File: src/rtl/regpack_pkg.sv
// Package: shared geometry of the partitioned register file.
// Assumes the partition count is small (a handful), so rank logic stays shallow.
package regpack_pkg;
    localparam int unsigned PART_W    = 16;
    localparam int unsigned NUM_PARTS = 4;
    localparam int unsigned NUM_REGS  = 16;
    localparam int unsigned DATA_W    = PART_W * NUM_PARTS;
endpackage

File: src/rtl/regpack_rank.sv
// Module: regpack_rank
// For each partition, counts the set mask bits below it (its rank among
// selected partitions), and also counts all set bits. Pure combinational.
// Assumes NUM_PARTS >= 1.
module regpack_rank #(
    parameter int unsigned NUM_PARTS = regpack_pkg::NUM_PARTS,
    localparam int unsigned CNT_W    = $clog2(NUM_PARTS + 1)
) (
    input  logic [NUM_PARTS-1:0]            mask,
    output logic [NUM_PARTS-1:0][CNT_W-1:0] rank,
    output logic [CNT_W-1:0]                total
);
    // Prefix population count: rank[p] = number of set bits in mask[p-1:0].
    always_comb begin
        for (int p = 0; p < NUM_PARTS; p++) begin
            rank[p] = '0;
            for (int q = 0; q < p; q++) begin
                rank[p] = rank[p] + CNT_W'(mask[q]);
            end
        end
    end

    // Total number of selected partitions.
    always_comb begin
        total = '0;
        for (int p = 0; p < NUM_PARTS; p++) begin
            total = total + CNT_W'(mask[p]);
        end
    end
endmodule

File: src/rtl/regpack_scatter.sv
// Module: regpack_scatter
// Write-side spreader: routes chunk j of a right-aligned value to the
// partition holding the (j+1)-th set mask bit. It produces per-partition write
// enables and data. Assumes rank values are below NUM_PARTS for set bits.
module regpack_scatter #(
    parameter int unsigned PART_W    = regpack_pkg::PART_W,
    parameter int unsigned NUM_PARTS = regpack_pkg::NUM_PARTS,
    localparam int unsigned DATA_W   = PART_W * NUM_PARTS,
    localparam int unsigned CNT_W    = $clog2(NUM_PARTS + 1)
) (
    input  logic [NUM_PARTS-1:0] mask,
    input  logic [DATA_W-1:0]    value,
    output logic [NUM_PARTS-1:0] part_we,
    output logic [DATA_W-1:0]    part_data
);
    logic [NUM_PARTS-1:0][CNT_W-1:0] rank;
    logic [CNT_W-1:0]                total_unused;

    regpack_rank #(.NUM_PARTS(NUM_PARTS)) u_rank (
        .mask  (mask),
        .rank  (rank),
        .total (total_unused)
    );

    // One selector per physical partition, picking the value chunk of its rank.
    for (genvar p = 0; p < NUM_PARTS; p++) begin : g_part
        always_comb begin
            part_data[p*PART_W +: PART_W] = '0;
            for (int j = 0; j <= p; j++) begin
                if (rank[p] == CNT_W'(j)) begin
                    part_data[p*PART_W +: PART_W] = value[j*PART_W +: PART_W];
                end
            end
        end
        assign part_we[p] = mask[p];
    end
endmodule

File: src/rtl/regpack_storage.sv
// Module: regpack_storage
// Register array with per-partition write enables and one asynchronous read
// port. A read of the register being written returns the old contents.
// Reset clears every entry (synchronous, active low).
module regpack_storage #(
    parameter int unsigned NUM_REGS  = regpack_pkg::NUM_REGS,
    parameter int unsigned PART_W    = regpack_pkg::PART_W,
    parameter int unsigned NUM_PARTS = regpack_pkg::NUM_PARTS,
    localparam int unsigned DATA_W   = PART_W * NUM_PARTS,
    localparam int unsigned IDX_W    = $clog2(NUM_REGS)
) (
    input  logic                 clk,
    input  logic                 rst_n,
    input  logic                 we,
    input  logic [IDX_W-1:0]     widx,
    input  logic [NUM_PARTS-1:0] part_we,
    input  logic [DATA_W-1:0]    part_data,
    input  logic [IDX_W-1:0]     ridx,
    output logic [DATA_W-1:0]    rword
);
    logic [DATA_W-1:0] mem [NUM_REGS];

    // Clear on reset, otherwise update only the enabled partitions.
    always_ff @(posedge clk) begin
        if (!rst_n) begin
            for (int r = 0; r < NUM_REGS; r++) begin
                mem[r] <= '0;
            end
        end else if (we) begin
            for (int p = 0; p < NUM_PARTS; p++) begin
                if (part_we[p]) begin
                    mem[widx][p*PART_W +: PART_W] <= part_data[p*PART_W +: PART_W];
                end
            end
        end
    end

    // Asynchronous read of the addressed entry.
    assign rword = mem[ridx];
endmodule

File: src/rtl/regpack_gather.sv
// Module: regpack_gather
// Read-side compactor. Output chunk i uses a selector over partitions i and up,
// so each higher chunk has one candidate fewer. It takes the partition whose
// rank equals i. A separate selector takes the top bit of the highest selected
// partition and fills the chunks above the selected count with it.
// An empty mask gives zero.
module regpack_gather #(
    parameter int unsigned PART_W    = regpack_pkg::PART_W,
    parameter int unsigned NUM_PARTS = regpack_pkg::NUM_PARTS,
    localparam int unsigned DATA_W   = PART_W * NUM_PARTS,
    localparam int unsigned CNT_W    = $clog2(NUM_PARTS + 1)
) (
    input  logic [DATA_W-1:0]    word,
    input  logic [NUM_PARTS-1:0] mask,
    output logic [DATA_W-1:0]    value
);
    logic [NUM_PARTS-1:0][CNT_W-1:0] rank;
    logic [CNT_W-1:0]                total;
    logic                            sign_bit;

    regpack_rank #(.NUM_PARTS(NUM_PARTS)) u_rank (
        .mask  (mask),
        .rank  (rank),
        .total (total)
    );

    // Sign selector: the last set bit scanned upward is the highest one.
    always_comb begin
        sign_bit = 1'b0;
        for (int p = 0; p < NUM_PARTS; p++) begin
            if (mask[p]) begin
                sign_bit = word[p*PART_W + PART_W - 1];
            end
        end
    end

    // Shrinking selectors: chunk i only considers partitions i..NUM_PARTS-1.
    for (genvar i = 0; i < NUM_PARTS; i++) begin : g_chunk
        logic [PART_W-1:0] picked;
        always_comb begin
            picked = '0;
            for (int p = i; p < NUM_PARTS; p++) begin
                if (mask[p] && rank[p] == CNT_W'(i)) begin
                    picked = word[p*PART_W +: PART_W];
                end
            end
        end
        assign value[i*PART_W +: PART_W] =
            (CNT_W'(i) < total) ? picked : {PART_W{sign_bit}};
    end
endmodule

File: src/rtl/regpack_read_compactor.sv
// Module: regpack_read_compactor (top)
// A partitioned register file with a compacting, sign-extending read and a
// scattering write. The read result is registered: it is valid one clock
// after rd_en and zero while no result is valid. Synchronous active-low reset.
module regpack_read_compactor #(
    parameter int unsigned NUM_REGS  = regpack_pkg::NUM_REGS,
    parameter int unsigned PART_W    = regpack_pkg::PART_W,
    parameter int unsigned NUM_PARTS = regpack_pkg::NUM_PARTS,
    localparam int unsigned DATA_W   = PART_W * NUM_PARTS,
    localparam int unsigned IDX_W    = $clog2(NUM_REGS)
) (
    input  logic                 clk,
    input  logic                 rst_n,
    input  logic                 wr_en,
    input  logic [IDX_W-1:0]     wr_idx,
    input  logic [NUM_PARTS-1:0] wr_mask,
    input  logic [DATA_W-1:0]    wr_data,
    input  logic                 rd_en,
    input  logic [IDX_W-1:0]     rd_idx,
    input  logic [NUM_PARTS-1:0] rd_mask,
    output logic                 rd_valid,
    output logic [DATA_W-1:0]    rd_data
);
    logic [NUM_PARTS-1:0] part_we;
    logic [DATA_W-1:0]    part_data;
    logic [DATA_W-1:0]    raw_word;
    logic [DATA_W-1:0]    packed_val;

    regpack_scatter #(.PART_W(PART_W), .NUM_PARTS(NUM_PARTS)) u_scatter (
        .mask      (wr_mask),
        .value     (wr_data),
        .part_we   (part_we),
        .part_data (part_data)
    );

    regpack_storage #(.NUM_REGS(NUM_REGS), .PART_W(PART_W), .NUM_PARTS(NUM_PARTS)) u_store (
        .clk       (clk),
        .rst_n     (rst_n),
        .we        (wr_en),
        .widx      (wr_idx),
        .part_we   (part_we),
        .part_data (part_data),
        .ridx      (rd_idx),
        .rword     (raw_word)
    );

    regpack_gather #(.PART_W(PART_W), .NUM_PARTS(NUM_PARTS)) u_gather (
        .word  (raw_word),
        .mask  (rd_mask),
        .value (packed_val)
    );

    // Output register: capture the compacted value on a read, zero otherwise.
    always_ff @(posedge clk) begin
        if (!rst_n) begin
            rd_valid <= 1'b0;
            rd_data  <= '0;
        end else begin
            rd_valid <= rd_en;
            rd_data  <= rd_en ? packed_val : '0;
        end
    end
endmodule

File: config.mk
export PLATFORM = sky130hd
export DESIGN_NAME = regpack_read_compactor
export DESIGN_NICKNAME = d
export VERILOG_FILES = /design/src/rtl/regpack_pkg.sv /design/src/rtl/regpack_rank.sv /design/src/rtl/regpack_scatter.sv /design/src/rtl/regpack_storage.sv /design/src/rtl/regpack_gather.sv /design/src/rtl/regpack_read_compactor.sv
export SDC_FILE = /design/constraint.sdc
export NUM_CORES = 2
export LEC_CHECK = 0
export BUFFER_PORTS_ARGS = -buffer_cell sky130_fd_sc_hd__buf_2
export CAP_MARGIN = 10
export CORE_ASPECT_RATIO = 0.7
export CORE_MARGIN = 1
export CORE_UTILIZATION = 58
export DETAILED_ROUTE_END_ITERATION = 7
export PLACE_DENSITY = 0.71
export SLEW_MARGIN = 15
export SYNTH_ARGS = -nofsm -noshare
export SYNTH_HDL_FRONTEND = slang
export SYNTH_SLANG_ARGS = --single-unit
File: constraint.sdc
create_clock -name clk -period 5.5 [get_ports clk]
set_input_delay 1.375 -clock clk [delete_from_list [all_inputs] [get_ports clk]]
set_output_delay 1.375 -clock clk [all_outputs]
set_load 0.01 [all_outputs]
After elaboration in Yosys (flattened, before gate mapping)
Memory sizes are Yosys's and may differ from the RTL's.
Index checks and enable logic that the tools add are counted.
{"block": "totals", "mem_bits_rw": 1024, "register_bits": 65, "memories": 1, "elab_cells": 86}
{"block": "classes", "n_addsub": 5, "order_cmp": 4, "muxes": 47, "eq_ne": 10, "reduce_logical": 17}
{"memory": "u_store.mem", "words": 16, "word_bits": 64, "rd": 1, "rd_clocked_by_memory_dff": 0, "write_ports": 16, "line": "regpack_storage.sv:21", "source": "logic [DATA_W-1:0] mem [NUM_REGS];"}
{"cell": "two-way mux 16 bit", "count": 23}
{"cell": "two-way mux 64 bit", "count": 1}
{"cell": "OR reduction 64 bit", "count": 1}
{"cell": "two-way mux 1 bit", "count": 21}
{"cell": "logical NOT 3 bit", "count": 6}
{"cell": "== test 3 x 2 -> 1 bit (second input constant)", "count": 4}
{"cell": "logical AND 1 bit", "count": 9}
{"cell": "two-way mux 4 bit", "count": 2}
{"cell": "adder 2 x 1 -> 3 bit", "count": 2}
{"cell": "== test 3 x 1 -> 1 bit (second input constant)", "count": 2}
{"cell": "less-than comparator 1 x 3 -> 1 bit (first input constant)", "count": 2}
{"cell": "less-than comparator 2 x 3 -> 1 bit (first input constant)", "count": 2}
{"cell": "adder 1 x 1 -> 2 bit", "count": 2}
{"cell": "== test 2 x 1 -> 1 bit (second input constant)", "count": 2}
{"cell": "== test 2 bit (second input constant)", "count": 2}
{"cell": "adder 3 x 1 -> 3 bit", "count": 1}
{"cell": "AND reduction 2 bit", "count": 1}

Logic depth before layout (Yosys ltp)
{"block": "logic_depth", "ltp_word": 8, "depth_mapped": 13}

Cells and area by module
A second synthesis with hierarchy kept.
{"block": "hier_totals", "hier_cells": 3542, "hier_area_um2": 48853.1}
{"mod": "regpack_storage", "cells_per_inst": 2943, "instances": 1, "area_each_um2": 43804.5, "seq_area_each_um2": 30749.5}
{"mod": "regpack_read_compactor", "cells_per_inst": 144, "instances": 1, "area_each_um2": 1846.8, "seq_area_each_um2": 1301.2}
{"mod": "regpack_gather", "cells_per_inst": 232, "instances": 1, "area_each_um2": 1508.9, "seq_area_each_um2": 0.0}
{"mod": "regpack_scatter", "cells_per_inst": 175, "instances": 1, "area_each_um2": 1325.0, "seq_area_each_um2": 0.0}
{"mod": "regpack_rank", "cells_per_inst": 24, "instances": 2, "area_each_um2": 183.9, "seq_area_each_um2": 0.0}

Worst setup path before layout
No wires, ideal clock.
{"block": "synth_timing", "kind": "input to register", "startpoint": "input wr_mask[0]", "endpoint": "memory u_store.mem[0][57] in the netlist's numbering, data pin", "n_path_buf": 6, "arrival_ns": 4.603, "path_stages": 11, "setup_ns": 0.266, "slack_ns": 0.631, "path_cell_list": "buf_2 -> buf_1 -> inv_1 -> fa_1 -> clkbuf_1 -> buf_2 -> mux4_2 -> nand2b_1 -> clkbuf_1 -> clkbuf_1 -> nor2_1"}
{"item": "start: declaration", "line": "regpack_read_compactor.sv:16", "source": "input logic [NUM_PARTS-1:0] wr_mask,"}
{"item": "end: declaration", "line": "regpack_storage.sv:21"}

Worst setup path in the final report
{"block": "layout_timing", "startpoint": "input rd_mask[1]", "endpoint": "register rd_data[10]"}
{"block": "layout_between", "elab_chain_len": 6}
{"item": "start: declaration", "line": "regpack_read_compactor.sv:20", "source": "input logic [NUM_PARTS-1:0] rd_mask,"}
{"item": "parallel branches: the longest is 5 deep, another holds adder 2 x 1 -> 3 bit"}
{"item": "two-way mux 16 bit (*)", "line": "regpack_gather.sv:49", "source": "(CNT_W'(i) < total) ? picked : {PART_W{sign_bit}};"}
{"item": "end signal: assignment", "line": "regpack_read_compactor.sv:60", "source": "rd_data <= rd_en ? packed_val : '0;"}
{"item": "end: declaration", "line": "regpack_read_compactor.sv:22", "source": "output logic [DATA_W-1:0] rd_data"}
Mark *: on every way between the ends.
A chain may end at the register's enable or synchronous reset.

==> impl_metrics.tcl <==
set metrics [dict create \
    cts_inserted_buffers 102 \
    cpPeakStageDelay_ps 860 \
    finalSetupViolCount 0 \
    path_class "input port to flop" \
    antenna_found_initial 5 \
    grtUsageTotal_pct 36.6 \
    cp.arrival_ps 4740 \
    die-area_um2 85600 \
    p_per_area_nw_per_um2 351 \
    cts.sinks 1089 \
    fmax_mhz 238 \
    pin_count 149 \
    drv_slew 0 \
    grt_pass1_wl_um 220000 \
    critPathMostFrequentCell "ha_1" \
    crit_slowest_cell "nor4_1" \
    ant_nets 0 \
    drv_cap 0 \
    cts_hold_buf 0 \
    drtIter0Drc 5005 \
    r2r_start "u_store.mem[11][47]" \
    worst_pin_slew_ps 1230 \
    cts_tree "done" \
    drc_errors 0 \
    ys_seq_area_share_pct 65.4 \
    area_delta_synth_final_pct 11.4 \
    synth_fp_nets 3622 \
    routed_wl_um 155000 \
    rows 88 \
    synth_warnings 0 \
    skew_ps 25.9 \
    clock_path_buffers 3 \
    grt_pass1_vias 30600 \
    initial_core_util_pct 59.0 \
    wl_per_cell_um 31.9 \
    reg2reg_slack_ps 2810 \
    gp_congestion 0.974 \
    clock_latency_ps 700 \
    min_to "rd_data[12]" \
    syn_avg_cell_area_um2 13.9 \
    finalCritPeriodShare_pct 76.3 \
    grt.overflow.total 0 \
    drive_gt1_share_pct 20.1 \
    core_area_um2 83000 \
    path_cells "buf_2 -> ha_1 -> ha_1 -> nand2b_1 -> or3_1 -> nand2_1 -> nor4_1 -> o31ai_1" \
    port_buffers 148 \
    finalNonFillerCells 4867 \
    worst-r2r-cell-count 7 \
    cp-end-kind "flop" \
    cts_resized 0 \
    vias_per_cell 6.63 \
    hpwlAfterDp_um 106000 \
    die_h_um 245 \
    grt_max_degree 76 \
    startpoint_type "input port" \
    num_vias 32300 \
    firstDrtPassIters 8 \
    num-fill-cells 5882 \
    rsz0062_at_grt "no" \
    dp.cells 4670 \
    hold_viol 0 \
    path_max_fanout 19 \
    peakVddDrop_mv 0.277 \
    die_w_um 349 \
    synth_cells 3525 \
    p_leak_nw 19.2 \
    ys_types 53 \
    maxSlewHeadroom_pct 16.2 \
    reg2reg_to "rd_data[38]" \
    min_path_type "flop to flop" \
    status "finished, final reports clean" \
    finalSetupTns_ps 0 \
    synth_area_um2 49000 \
    worstHoldPathCells 5 \
    holdCritStartpoint "u_store.mem[6][12]" \
    cts.clk_slew.worst_paths_ps 70 \
    cts_setup_buffers 0 \
    cts_root_buf "clkbuf_16" \
    post-route-min-period_ps 4200 \
    worst_ep_required_time_ps 6050 \
    nNetsFinal 3746 \
    synth-seq-cells 1089 \
    layout_common_cells "1,024 x edfxtp_1, 869 x nor2_1, 260 x and2_1, 249 x mux4_2, 225 x nand2_1" \
    htreeDepth 3 \
    layout_commonest_cell "edfxtp_1" \
]
## power breakdown
part / total [mW] / switching, mW / internal, mW
clock network: 7.27 / 3.17 / 4.10
registers: 9.72 / 0.193 / 9.53
logic: 2.16 / 1.48 / 0.685
total: 19.1 / 4.84 / 14.3
## logic make-up after synthesis
family	Yosys count	synth area share (%)
compound gates	270	3.47
fa+ha+maj	13	0.378
buf+inv	299	2.93
flops	1089	65.4
mux	386	14.6
simple gates	1468	13.2
## synthesized netlist by cell type, drive strengths merged
cell | n | share of area [%]
buf | 85 | 1.3
a221oi | 4 | 0.072
a211oi | 32 | 0.53
nor2b | 18 | 0.23
mux4 | 259 | 12
mux2i | 113 | 2.3
nor2 | 870 | 6.7
nand3 | 4 | 0.061
a2111oi | 7 | 0.13
a31oi | 1 | 0.013
a21oi | 70 | 0.75
mux2 | 14 | 0.32
and3 | 4 | 0.051
nand2b | 43 | 0.55
a311oi | 1 | 0.031
fa | 3 | 0.12
nor3b | 1 | 0.026
a22o | 6 | 0.11
nand2 | 225 | 1.7
clkbuf | 207 | 1.6
o211ai | 2 | 0.031
clkinv | 1 | 0.0077
and2 | 261 | 3.3
o21ai | 84 | 0.86
nor3 | 20 | 0.20
edfxtp | 1024 | 63
ha | 10 | 0.26
nor4 | 14 | 0.18
nand4bb | 1 | 0.023
o31ai | 11 | 0.17
o221ai | 8 | 0.16
or3 | 4 | 0.051
a41oi | 1 | 0.018
or2 | 1 | 0.013
nand3b | 2 | 0.038
o22ai | 15 | 0.19
dfxtp | 65 | 2.7
inv | 6 | 0.046
a22oi | 28 | 0.43
## stage by stage
stage | power (mW) | hold WS (ps) | instance area, um2 | util (%) | setup WS (ps)
6_report | 19.1 | 958 | 54600 | 65.7 | 1300
5_1_grt | 19.6 | 1030 | 54500 | 65.7 | 1260
4_1_cts | 19.1 | 967 | 54500 | 65.7 | 1450
3_5_place_dp | 12.0 | 948 | 51200 | 61.6 | 739
3_3_place_gp | 11.9 | 932 | 51200 | 61.6 | 748
2_1_floorplan | 11.0 | 761 | 49000 | - | 631
## layout make-up
cell class	instances	area (um2)	area share, %
Antenna cell	6	15.0	0.0275
Clock buffer	130	2730	5.01
Clock inverter	61	659	1.21
Inverter	7	26.3	0.0482
Multi-Input combinational cell	2137	15600	28.5
Sequential cell	1089	32100	58.7
Tap cell	1125	1410	2.58
Timing Repair Buffer	312	2110	3.87
## layer usage
metal / part of all wire [%] / up-vias / GRT usage (%)
li1: - / 13100 / -
met1: 38 / 16200 / 54.5
met2: 41 / 2659 / 49.6
met3: 17 / 307 / 13.8
met4: 3.4 / 4 / 11.8
met5: 0.017 / - / 0
## worst max-delay path, delay by kind of cell
kind,cells,cell delay [ps]
compound gates,1,170
fa+ha+maj,2,970
buf+inv,1,170
simple gates,4,2050
## state kept, by name (all words and copies together), names as in the netlist
name	cells
u_store.mem	1024
rd_data	64
rd_valid	1
## how the worst max path moves through the flow
stage                     startpoint                  to  slack (ps)
after CTS                 rd_mask[1]         rd_data[10]        1450
after global routing      rd_mask[1]         rd_data[10]        1260
after floorplan           wr_mask[0]  u_store.mem[0][57]         630
after global placement    rd_mask[1]         rd_data[10]         750
after detailed placement  rd_mask[1]         rd_data[10]         740
final                     rd_mask[1]         rd_data[10]        1300
No activity file was read; power rests on OpenSTA's default activity.
